==> src/rtl/intx_pkg.sv <==
package intx_pkg;
  typedef enum logic [1:0] {
    ST_IDLE  = 2'd0,
    ST_OFFER = 2'd1,
    ST_WAIT  = 2'd2
  } intx_state_e;
endpackage

==> src/rtl/intx_edge_track.sv <==
module intx_edge_track #(
  parameter int NUM_PINS = 4
) (
  input  logic                clk,
  input  logic                rst,
  input  logic [NUM_PINS-1:0] lvl_i,
  input  logic                dis_i,
  input  logic [NUM_PINS-1:0] asserted_i,
  input  logic [NUM_PINS-1:0] clr_a_i,
  input  logic [NUM_PINS-1:0] clr_d_i,
  output logic [NUM_PINS-1:0] pend_a_o,
  output logic [NUM_PINS-1:0] pend_d_o
);
  logic [NUM_PINS-1:0] lvl_q;

  // The level copy follows the inputs even while disabled, so no stale edge survives
  always_ff @(posedge clk) begin
    if (rst) lvl_q <= '0;
    else     lvl_q <= lvl_i;
  end

  for (genvar p = 0; p < NUM_PINS; p++) begin : g_pin
    logic rise, fall;
    assign rise = lvl_i[p] & ~lvl_q[p] & ~dis_i;
    assign fall = ~lvl_i[p] & lvl_q[p] & ~dis_i;

    always_ff @(posedge clk) begin
      if (rst) begin
        pend_a_o[p] <= 1'b0;
        pend_d_o[p] <= 1'b0;
      end else begin
        pend_a_o[p] <= (pend_a_o[p] & ~clr_a_i[p]) | rise;
        // a withdrawal is only worth queuing if an assert is out or on its way
        pend_d_o[p] <= (pend_d_o[p] & ~clr_d_i[p]) |
                       (fall & (asserted_i[p] | pend_a_o[p]));
      end
    end
  end
endmodule

==> src/rtl/intx_arbiter.sv <==
module intx_arbiter #(
  parameter int NUM_PINS = 4,
  parameter int PIN_W    = (NUM_PINS > 1) ? $clog2(NUM_PINS) : 1
) (
  input  logic [NUM_PINS-1:0] pend_a_i,
  input  logic [NUM_PINS-1:0] pend_d_i,
  input  logic [NUM_PINS-1:0] asserted_i,
  output logic                gnt_valid_o,
  output logic [PIN_W-1:0]    gnt_pin_o,
  output logic                gnt_assert_o
);
  logic [NUM_PINS-1:0] elig_d;

  // a deassert waits until its pin's assert has gone out
  assign elig_d = pend_d_i & asserted_i & ~pend_a_i;

  // scan from the top so the lowest pin index is the one left standing
  always_comb begin
    gnt_valid_o  = 1'b0;
    gnt_pin_o    = '0;
    gnt_assert_o = 1'b0;
    for (int p = NUM_PINS - 1; p >= 0; p--) begin
      if (pend_a_i[p]) begin
        gnt_valid_o  = 1'b1;
        gnt_pin_o    = PIN_W'(p);
        gnt_assert_o = 1'b1;
      end else if (elig_d[p]) begin
        gnt_valid_o  = 1'b1;
        gnt_pin_o    = PIN_W'(p);
        gnt_assert_o = 1'b0;
      end
    end
  end
endmodule

==> src/rtl/intx_msg_ctrl.sv <==
module intx_msg_ctrl
  import intx_pkg::*;
#(
  parameter int NUM_PINS = 4,
  parameter int PIN_W    = (NUM_PINS > 1) ? $clog2(NUM_PINS) : 1
) (
  input  logic                clk,
  input  logic                rst,
  input  logic                gnt_valid_i,
  input  logic [PIN_W-1:0]    gnt_pin_i,
  input  logic                gnt_assert_i,
  input  logic                ready_i,
  input  logic                sent_i,
  output logic                valid_o,
  output logic [PIN_W-1:0]    pin_o,
  output logic                assert_o,
  output logic                ack_o,
  output logic [NUM_PINS-1:0] clr_a_o,
  output logic [NUM_PINS-1:0] clr_d_o,
  output logic [NUM_PINS-1:0] asserted_o
);
  intx_state_e state_q;
  logic        done;

  assign done = (state_q == ST_WAIT) && sent_i;

  for (genvar p = 0; p < NUM_PINS; p++) begin : g_clr
    assign clr_a_o[p] = done &  assert_o & (pin_o == PIN_W'(p));
    assign clr_d_o[p] = done & ~assert_o & (pin_o == PIN_W'(p));
  end

  always_ff @(posedge clk) begin
    if (rst) begin
      state_q    <= ST_IDLE;
      valid_o    <= 1'b0;
      pin_o      <= '0;
      assert_o   <= 1'b0;
      ack_o      <= 1'b0;
      asserted_o <= '0;
    end else begin
      ack_o <= 1'b0;
      case (state_q)
        ST_IDLE: if (gnt_valid_i) begin
          valid_o  <= 1'b1;
          pin_o    <= gnt_pin_i;
          assert_o <= gnt_assert_i;
          state_q  <= ST_OFFER;
        end
        ST_OFFER: if (ready_i) begin
          valid_o <= 1'b0;
          state_q <= ST_WAIT;
        end
        ST_WAIT: if (sent_i) begin
          ack_o             <= 1'b1;
          asserted_o[pin_o] <= assert_o;
          state_q           <= ST_IDLE;
        end
        default: state_q <= ST_IDLE;
      endcase
    end
  end
endmodule

==> src/rtl/intx_msg_gen.sv <==
module intx_msg_gen #(
  parameter int NUM_PINS = 4,
  parameter int PIN_W    = (NUM_PINS > 1) ? $clog2(NUM_PINS) : 1
) (
  input  logic                clk,
  input  logic                rst,
  input  logic [NUM_PINS-1:0] irq_lvl_i,
  input  logic                irq_dis_i,
  output logic                msg_valid_o,
  input  logic                msg_ready_i,
  output logic [PIN_W-1:0]    msg_pin_o,
  output logic                msg_assert_o,
  input  logic                msg_sent_i,
  output logic                ack_o
);
  logic [NUM_PINS-1:0] pend_a, pend_d, asserted, clr_a, clr_d;
  logic                gnt_valid, gnt_assert;
  logic [PIN_W-1:0]    gnt_pin;

  intx_edge_track #(.NUM_PINS(NUM_PINS)) u_track (
    .clk(clk), .rst(rst), .lvl_i(irq_lvl_i), .dis_i(irq_dis_i),
    .asserted_i(asserted), .clr_a_i(clr_a), .clr_d_i(clr_d),
    .pend_a_o(pend_a), .pend_d_o(pend_d)
  );

  intx_arbiter #(.NUM_PINS(NUM_PINS), .PIN_W(PIN_W)) u_arb (
    .pend_a_i(pend_a), .pend_d_i(pend_d), .asserted_i(asserted),
    .gnt_valid_o(gnt_valid), .gnt_pin_o(gnt_pin), .gnt_assert_o(gnt_assert)
  );

  intx_msg_ctrl #(.NUM_PINS(NUM_PINS), .PIN_W(PIN_W)) u_ctrl (
    .clk(clk), .rst(rst),
    .gnt_valid_i(gnt_valid), .gnt_pin_i(gnt_pin), .gnt_assert_i(gnt_assert),
    .ready_i(msg_ready_i), .sent_i(msg_sent_i),
    .valid_o(msg_valid_o), .pin_o(msg_pin_o), .assert_o(msg_assert_o),
    .ack_o(ack_o), .clr_a_o(clr_a), .clr_d_o(clr_d), .asserted_o(asserted)
  );
endmodule

==> config.mk <==
export PLATFORM = sky130hd
export DESIGN_NAME = intx_msg_gen
export DESIGN_NICKNAME = d
export VERILOG_FILES = /design/src/rtl/intx_pkg.sv /design/src/rtl/intx_edge_track.sv /design/src/rtl/intx_arbiter.sv /design/src/rtl/intx_msg_ctrl.sv /design/src/rtl/intx_msg_gen.sv
export SDC_FILE = /design/constraint.sdc
export NUM_CORES = 1
export LEC_CHECK = 0
export ABC_AREA = 1
export BUFFER_PORTS_ARGS = -buffer_cell sky130_fd_sc_hd__buf_2
export CAP_MARGIN = 0
export CORE_MARGIN = 4
export CORE_UTILIZATION = 35
export DETAILED_ROUTE_END_ITERATION = 16
export GPL_TIMING_DRIVEN = 1
export HOLD_SLACK_MARGIN = 0.08
export PLACE_DENSITY = 0.64
export SYNTH_ARGS = -nofsm -noshare
export SYNTH_HDL_FRONTEND = slang
export SYNTH_SLANG_ARGS = --single-unit
==> constraint.sdc <==
create_clock -name clk -period 1.2 [get_ports clk]
set_clock_uncertainty 0.2 [all_clocks]
set_input_delay 0.06 -clock clk [delete_from_list [all_inputs] [get_ports clk]]
set_output_delay 0.06 -clock clk [all_outputs]
set_load 0.02 [all_outputs]
==> impl_results.md, run 1 <==
* N_diodes at 0
* Status: finished with violations
* Synth Area in Compound Gates at 0.132
* Final nets at 194
* GR peak layer: met2
* Static Leak at 0.651 nW
* Largest family of logic cells by synthesized area: simple AND/OR/NAND/NOR gates
* Met3 global-route usage at 0.0248
* Worst Path Required at 1.24 ns
* Synth Warn # at 0
* # IOs at 14
* FF-to-FF path depth at 6
* Number of port buffers at 13
* Hold Crit Class: in -> reg
* Antenna violations before repair at 0
* Count of unique library cells instantiated by Yosys at 21
* Total gr overflow at 0
* Drt wl/cell at 11.9 µm
* Die outline height at 62.0 µm
* Via count at 1038
* Wirelength, routed at 2550 µm
* Violated checks: negative hold slack, negative setup slack
* Vias in the first global route at 1042
* Clk slew on worst S/H paths at 0.14 ns
* RSZ-0062 raised after global routing: yes
* WP data arrival at 1.33 ns
* Vias per inst at 4.83
* Post-CTS Hold Buffers at 7
* 1st-pass router iterations at 4
* XOR/XNOR Fraction of Synth Area at 0
* PnR worst setup slack at -0.0863 ns
* H-tree level count at 1
* Final Cell Area at 1520 µm²
* Critical path capture point type: register
* Clock latency on the worst-skew pair at 0.33 ns
* Cell Rows at 19
* Post-Synthesis Cells at 141
* CORE AREA at 2780 µm²
* Area grow syn2layout at 48.8%
* Fin util at 0.546
* Area occupied by multi-input gates at 576 µm²
* Placement Cell Area at 1230 µm²
* CP Class: reg -> reg
* Gr usage total at 0.151
* Met2 usage at 0.271
* Seq/Total Area, Yosys at 0.451
* Cts bufs inserted at 3
* Dpl hpwl at 1870 µm
* Startpoint types: register
* Final Max Tran Viols at 0
* FF-to-FF End: u_track.pend_a_o[3]$_SDFF_PP0_
* Setup violators final at 15
* Share of layout cells above drive strength 1 at 0.473
* Hold Vio Cnt, Final at 1
* FILL cells at 273
* Min cycle time layout at 1.29 ns
* Multiplexer share of the synthesized area at 0
* FF-to-FF setup slack at -0.09 ns
* Syn Std Cell Area at 1020 µm²
* DRC errors left at 0
* RR Startpoint: u_ctrl.state_q[0]$_SDFFE_PP0P_
* Initial core utilization at 0.367
* Actual slew at the worst max-slew pin at 0.240 ns
* Max-Slew Margin vs Limit at 0.840
* Hold path start: msg_sent_i
* Final Cycle Share at 1.07
* Die area at 3850 µm²
* PwrDens at 1110 nW/µm²
* Iter 0 DRT Violations at 26
* Hold Path Depth at 3
* CTS sink count at 23
* Max Root-Sink Buffers at 2
* Syn Nets at 150
* Storage cell area at 487 µm²
* Worst IR drop on VDD at 0.717 mV
* Max_cap viols at 0
* DRT antenna net count at 0
* GR Util met1 at 0.178
* Synthesized flop and latch total at 23
* F_max at 0.777 GHz
* CTS root buf: clkbuf_4
* Worst Hold Endpoint: u_ctrl.state_q[1]$_SDFFE_PP0P_
* CP Max Fanout at 8
* Die width at 62.0 µm
* Avg Inst Size Synth at 7.24 µm²
* First-pass GRT wire length at 4290 µm
* RD Place Congestion at 0.876
* Largest net degree at the start of global routing at 15
* CTS tree: built
* Min Hold Slack at -0.140 ns
* Synth Area in Simple Gates at 0.342
* Post-Synth Adder-Cell Area at 0
[worst max-delay path by stage]
stage               depth (start not counted)  slack [ns]                      startpoint                              to
finish                                      6       -0.09  u_ctrl.state_q[0]$_SDFFE_PP0P_  u_track.pend_a_o[3]$_SDFF_PP0_
floorplan                                   3        0.04    u_ctrl.pin_o[0]$_SDFFE_PP0P_  u_track.pend_d_o[3]$_SDFF_PP0_
detailed placement                          3       -0.08  u_ctrl.state_q[1]$_SDFFE_PP0P_  u_track.pend_d_o[3]$_SDFF_PP0_
global placement                            8       -0.05  u_track.pend_d_o[2]$_SDFF_PP0_  u_ctrl.state_q[0]$_SDFFE_PP0P_
global route                                6       -0.15  u_ctrl.state_q[0]$_SDFFE_PP0P_  u_track.pend_a_o[3]$_SDFF_PP0_
CTS                                         6       -0.06  u_ctrl.state_q[0]$_SDFFE_PP0P_  u_track.pend_d_o[0]$_SDFF_PP0_
[metrics by stage]
stage / power (W) / hold WS, ns / instances / worst slack (ns) / TNS [ns]
floorplan: 0.00106 / -0.0148 / 141 / 0.0353 / 0
global placement: 0.00117 / 0.0885 / 198 / -0.0460 / -0.236
detailed placement: 0.00118 / 0.104 / 198 / -0.0771 / -0.873
CTS: 0.00162 / -0.150 / 210 / -0.0630 / -0.632
global route: 0.00180 / -0.141 / 215 / -0.154 / -1.73
finish: 0.00169 / -0.140 / 215 / -0.0863 / -0.700
[worst max-delay path: stages (launching register included)]
cell and delay (ns):
dfxtp_4 0.38, inv_4 0.06, nand3_4 0.16, nor2_2 0.17
a21oi_1 0.09, nor2_1 0.10, nor2_1 0.05
[cell usage after synthesis]
| master | instances | area share |
|---|---|---|
| nor2_4 | 1 | 0.011 |
| clkbuf_1 | 1 | 0.0037 |
| o21ai_1 | 2 | 0.0098 |
| o31ai_2 | 1 | 0.012 |
| nand3_4 | 1 | 0.017 |
| nor2_1 | 24 | 0.088 |
| nand3_1 | 6 | 0.029 |
| o2111ai_1 | 4 | 0.034 |
| dfxtp_1 | 23 | 0.45 |
| nor3_1 | 1 | 0.0049 |
| buf_2 | 1 | 0.0049 |
| a21boi_0 | 1 | 0.0074 |
| nor2_2 | 2 | 0.012 |
| nand2_1 | 33 | 0.12 |
| o21ai_0 | 3 | 0.015 |
| inv_1 | 15 | 0.055 |
| nand3b_1 | 1 | 0.0074 |
| inv_2 | 3 | 0.011 |
| a21oi_1 | 11 | 0.054 |
| nor3_2 | 2 | 0.020 |
| nand2_2 | 5 | 0.031 |
[layout make-up]
| class | count | area share |
|---|---|---|
| timing repair buffer | 41 | 0.205 |
| inverter | 18 | 0.0502 |
| tap | 31 | 0.0255 |
| sequential | 23 | 0.320 |
| clock inverter | 1 | 0.00494 |
| multi-input combinational | 98 | 0.379 |
| clock buffer | 3 | 0.0148 |
[logic make-up (layout without fill, tap and decap cells)]
logic type             after synthesis  in the layout
buffers and inverters               20             63
AOI/OAI and AO/OA                   22             22
and+or+nand+nor                     76             76
DFF                                 23             23
[metal layers]
| metal | part of all wire | vias up | wire, µm |
|---|---|---|---|
| li1 | - | 534 | - |
| met1 | 0.44 | 480 | 1120 |
| met2 | 0.51 | 21 | 1290 |
| met3 | 0.043 | 3 | 110 |
| met4 | 0.011 | 0 | 28 |
| met5 | 0 | - | 0 |
[report_power, final]
| group | switching [W] | internal (W) | total, W | leakage, nW |
|---|---|---|---|---|
| logic | 0.000225 | 0.000194 | 0.000419 | 0.442 |
| registers | 0.0000707 | 0.000819 | 0.000889 | 0.195 |
| clock network | 0.000250 | 0.000128 | 0.000378 | 0.0139 |
[flip-flops by register name, summed over array words and instances, names as in the netlist]
| signal | cells |
|---|---|
| u_track.pend_a_o | 4 |
| u_ctrl.asserted_o | 4 |
| u_track.pend_d_o | 4 |
| u_ctrl.ack_o | 1 |
| u_ctrl.pin_o | 2 |
| u_track.lvl_q | 4 |
| u_ctrl.state_q | 2 |
| u_ctrl.valid_o | 1 |
| u_ctrl.assert_o | 1 |
[timing repair]
action	in CTS	in global routing
pin swaps	5	6
resized for setup	23	27
setup endpoints to repair	18	20
hold endpoints to repair	23	4
setup buffers	1	5
[placed cells by master (no fill, tap or decap), types with 7 or more instances in the layout]
| master | count |
|---|---|
| nand2_2 | 13 |
| dlygate4sd3_1 | 7 |
| buf_4 | 21 |
| dfxtp_2 | 9 |
| nand2_1 | 24 |
| inv_1 | 13 |
| buf_2 | 10 |
| dfxtp_1 | 10 |
| a21oi_1 | 8 |
| nor2_1 | 21 |
(Power assumes the default switching activity.)
==> run 2: changes to the inputs <==
- RECOVER_POWER: unset -> 100
- SKIP_CTS_REPAIR_TIMING: unset -> 1
- clock period: 1.2 -> 1.1 ns (I/O delays scaled with it)
==> run 2 against run 1 <==
  * The run still ends with negative hold slack, negative setup slack left
  * Sequential share of layout area up 1.7 points
  * Register-to-register slack worse by 0.08 ns
  * Combinational power down 5%
  * Clock power up 1%
  * Non-clock buffer count down 4
  * Worst hold slack better by 0.0043 ns
  * Clock-buffer cell count up 1
  * Highest routed layer unchanged
==> impl_results.md, run 2 (same netlist as run 1, synthesis figures left out) <==
* Status: finished with violations (unchanged)
* Violated checks: negative hold slack, negative setup slack (unchanged)
* Initial core utilization at 0.367 (unchanged)
* Startpoint types: register (unchanged)
* Commonest cells after routing, fill and taps aside: nand2_1, nor2_1, buf_4, inv_1, dfxtp_1 (was nand2_1, nor2_1, buf_4, inv_1, nand2_2)
* Total chip power at 0.00174 W (was 0.00169 W)
* F_max at 0.788 GHz (was 0.777 GHz)
* First-pass GRT wire length at 3620 µm (was 4290 µm)
* Pint at 0.00122 W (was 0.00114 W)
* Sw power at 0.000520 W (was 0.000546 W)
* WP buf/inv at 1 (unchanged)
* Placement Cell Area at 1260 µm² (was 1230 µm²)
* Area grow syn2layout at 39.8% (was 48.8%)
* Max Root-Sink Buffers at 2 (unchanged)
* Cell Chain, Critical Path: inv_2 -> nand3_4 -> nor2_2 -> nand3_1 -> nand3_1 -> nand2_1 (was inv_4 -> nand3_4 -> nor2_2 -> a21oi_1 -> nor2_1 -> nor2_1)
* Hold Crit Class: in -> reg (unchanged)
* Wl on met1 at 1110 µm (was 1120 µm)
* Sw Share at 0.299 (was 0.324)
* Share of layout cells above drive strength 1 at 0.400 (was 0.473)
* Cell Rows at 19 (unchanged)
* Actual slew at the worst max-slew pin at 0.289 ns (was 0.240 ns)
* Drt wl/cell at 10.7 µm (was 11.9 µm)
* Dpl hpwl at 1740 µm (was 1870 µm)
* Max incr delay on CP at 0.36 ns (was 0.38 ns)
* N_diodes at 0 (unchanged)
* Final Cell Area at 1430 µm² (was 1520 µm²)
* Final Cycle Share at 1.15 (was 1.07)
* Family with the most delay on the worst path: simple AND/OR/NAND/NOR gates (unchanged)
* Die width at 62.0 µm (unchanged)
* Dpl cells at 197 (was 198)
* Clock power frac at 0.220 (was 0.224)
* PwrDens at 1220 nW/µm² (was 1110 nW/µm²)
* Vias per inst at 4.66 (was 4.83)
* Reg power frac at 0.550 (was 0.527)
* CTS tree: built (unchanged)
* Max_cap viols at 0 (unchanged)
* Static Leak at 0.631 nW (was 0.651 nW)
* Post-Layout Cell Count at 211 (was 215)
* # IOs at 14 (unchanged)
* CTS sink count at 23 (unchanged)
* Wirelength, routed at 2270 µm (was 2550 µm)
* Die outline height at 62.0 µm (unchanged)
* Comb pwr share at 0.230 (was 0.249)
* Hold Vio Cnt, Final at 9 (was 1)
* Worst IR drop on VDD at 0.905 mV (was 0.717 mV)
* Via count at 984 (was 1038)
* RD Place Congestion at 0.797 (was 0.876)
* H-tree level count at 1 (unchanged)
* CP Class: reg -> reg (unchanged)
* Final Max Tran Viols at 0 (unchanged)
* Clock latency on the worst-skew pair at 0.31 ns (was 0.33 ns)
* CTS root buf: clkbuf_4 (unchanged)
* Final nets at 190 (was 194)
* DRC errors left at 0 (unchanged)
* Worst path slowest cell: dfxtp_2 (was dfxtp_4)
* Max-Slew Margin vs Limit at 0.807 (was 0.840)
* Die area at 3850 µm² (unchanged)
* Setup violators final at 22 (was 15)
* WP data arrival at 1.28 ns (was 1.33 ns)
* Clk slew on worst S/H paths at 0.12 ns (was 0.14 ns)
* Critical path capture point type: register (unchanged)
* Max Used Layer: met4 (unchanged)
* CORE AREA at 2780 µm² (unchanged)
* Total gr overflow at 0 (unchanged)
* Largest net degree at the start of global routing at 13 (was 15)
* Top cell by count, worst path: nand3_1 (was nor2_1)
* Worst Path Required at 1.11 ns (was 1.24 ns)
* Met2 Wirelength at 1060 µm (was 1290 µm)
* Vias in the first global route at 861 (was 1042)
* Gr usage total at 0.127 (was 0.151)
* 1st-pass router iterations at 4 (unchanged)
* Routed met3 length at 80 µm (was 110 µm)
* Min Hold Slack at -0.136 ns (was -0.140 ns)
* DRT antenna net count at 0 (unchanged)
* RSZ-0062 raised after global routing: yes (unchanged)
* Number of port buffers at 13 (unchanged)
* Commonest non-fill, non-tap cell in the layout: nand2_1 (unchanged)
* CP Max Fanout at 8 (unchanged)
* Iter 0 DRT Violations at 45 (was 26)
* PnR worst setup slack at -0.169 ns (was -0.0863 ns)
* Antenna violations before repair at 0 (unchanged)
* Min cycle time layout at 1.27 ns (was 1.29 ns)
* Cts bufs inserted at 3 (unchanged)
==> run 2: cell types whose count changed in the layout (fill, tap and decap cells not counted), sizes merged <==
cell,previous run,this run
buf,34,30
inv,17,18
clkbuf,3,4
clkinvlp,2,0
==> run 2: path summary, 6_finish.rpt <==
check | startpoint | to | slack, ns | cells after the start
setup / recovery | u_ctrl.state_q[0]$_SDFFE_PP0P_ | u_track.pend_d_o[2]$_SDFF_PP0_ | -0.17 | 6
hold / removal | msg_sent_i | u_ctrl.state_q[1]$_SDFFE_PP0P_ | -0.14 | 3
setup reg to reg | u_ctrl.state_q[0]$_SDFFE_PP0P_ | u_track.pend_d_o[2]$_SDFF_PP0_ | -0.17 | 6
hold reg to reg | u_track.pend_d_o[3]$_SDFF_PP0_ | u_track.pend_d_o[3]$_SDFF_PP0_ | 0.26 | 2
==> run 2: area by class of cell <==
type | instances | area (µm²)
clock buffer | 4 | 26.3
fill | 280 | 1350
inverter | 18 | 67.6
multi-input combinational | 98 | 527
sequential | 23 | 482
tap | 31 | 38.8
timing repair buffer | 37 | 287
==> run 2: power by group through the flow <==
stage	Combinational (W)	Sequential, W	Clock (W)
2_1_floorplan	0.000183	0.000989	0
3_3_place_gp	0.000312	0.000972	0
3_5_place_dp	0.000319	0.000974	0
4_1_cts	0.000320	0.000956	0.000398
5_1_grt	0.000453	0.000963	0.000442
6_report	0.000400	0.000956	0.000383
==> run 2: per-stage QoR <==
step / hold WS (ns) / worst slack, ns / setup TNS (ns) / utilization
5_1_grt: -0.149 / -0.239 / -3.62 / 0.513
3_5_place_dp: 0.0947 / -0.123 / -1.35 / 0.452
6_report: -0.136 / -0.169 / -2.06 / 0.513
2_1_floorplan: -0.0198 / -0.0271 / -0.146 / -
4_1_cts: -0.235 / -0.136 / -1.88 / 0.461
3_3_place_gp: 0.0802 / -0.0935 / -1.02 / 0.452
==> run 2: worst reg2reg max path, delay by kind of cell (launching register included) <==
kind                   cells  cell delay, ns
buffers and inverters      1            0.07
DFF                        1            0.36
and+or+nand+nor            5            0.54
==> run 2: routing by layer <==
metal	vias up	global-route usage
met4	0	0.0364
met5	-	0
met1	441	0.169
met2	13	0.206
met3	2	0.0269
li1	528	-
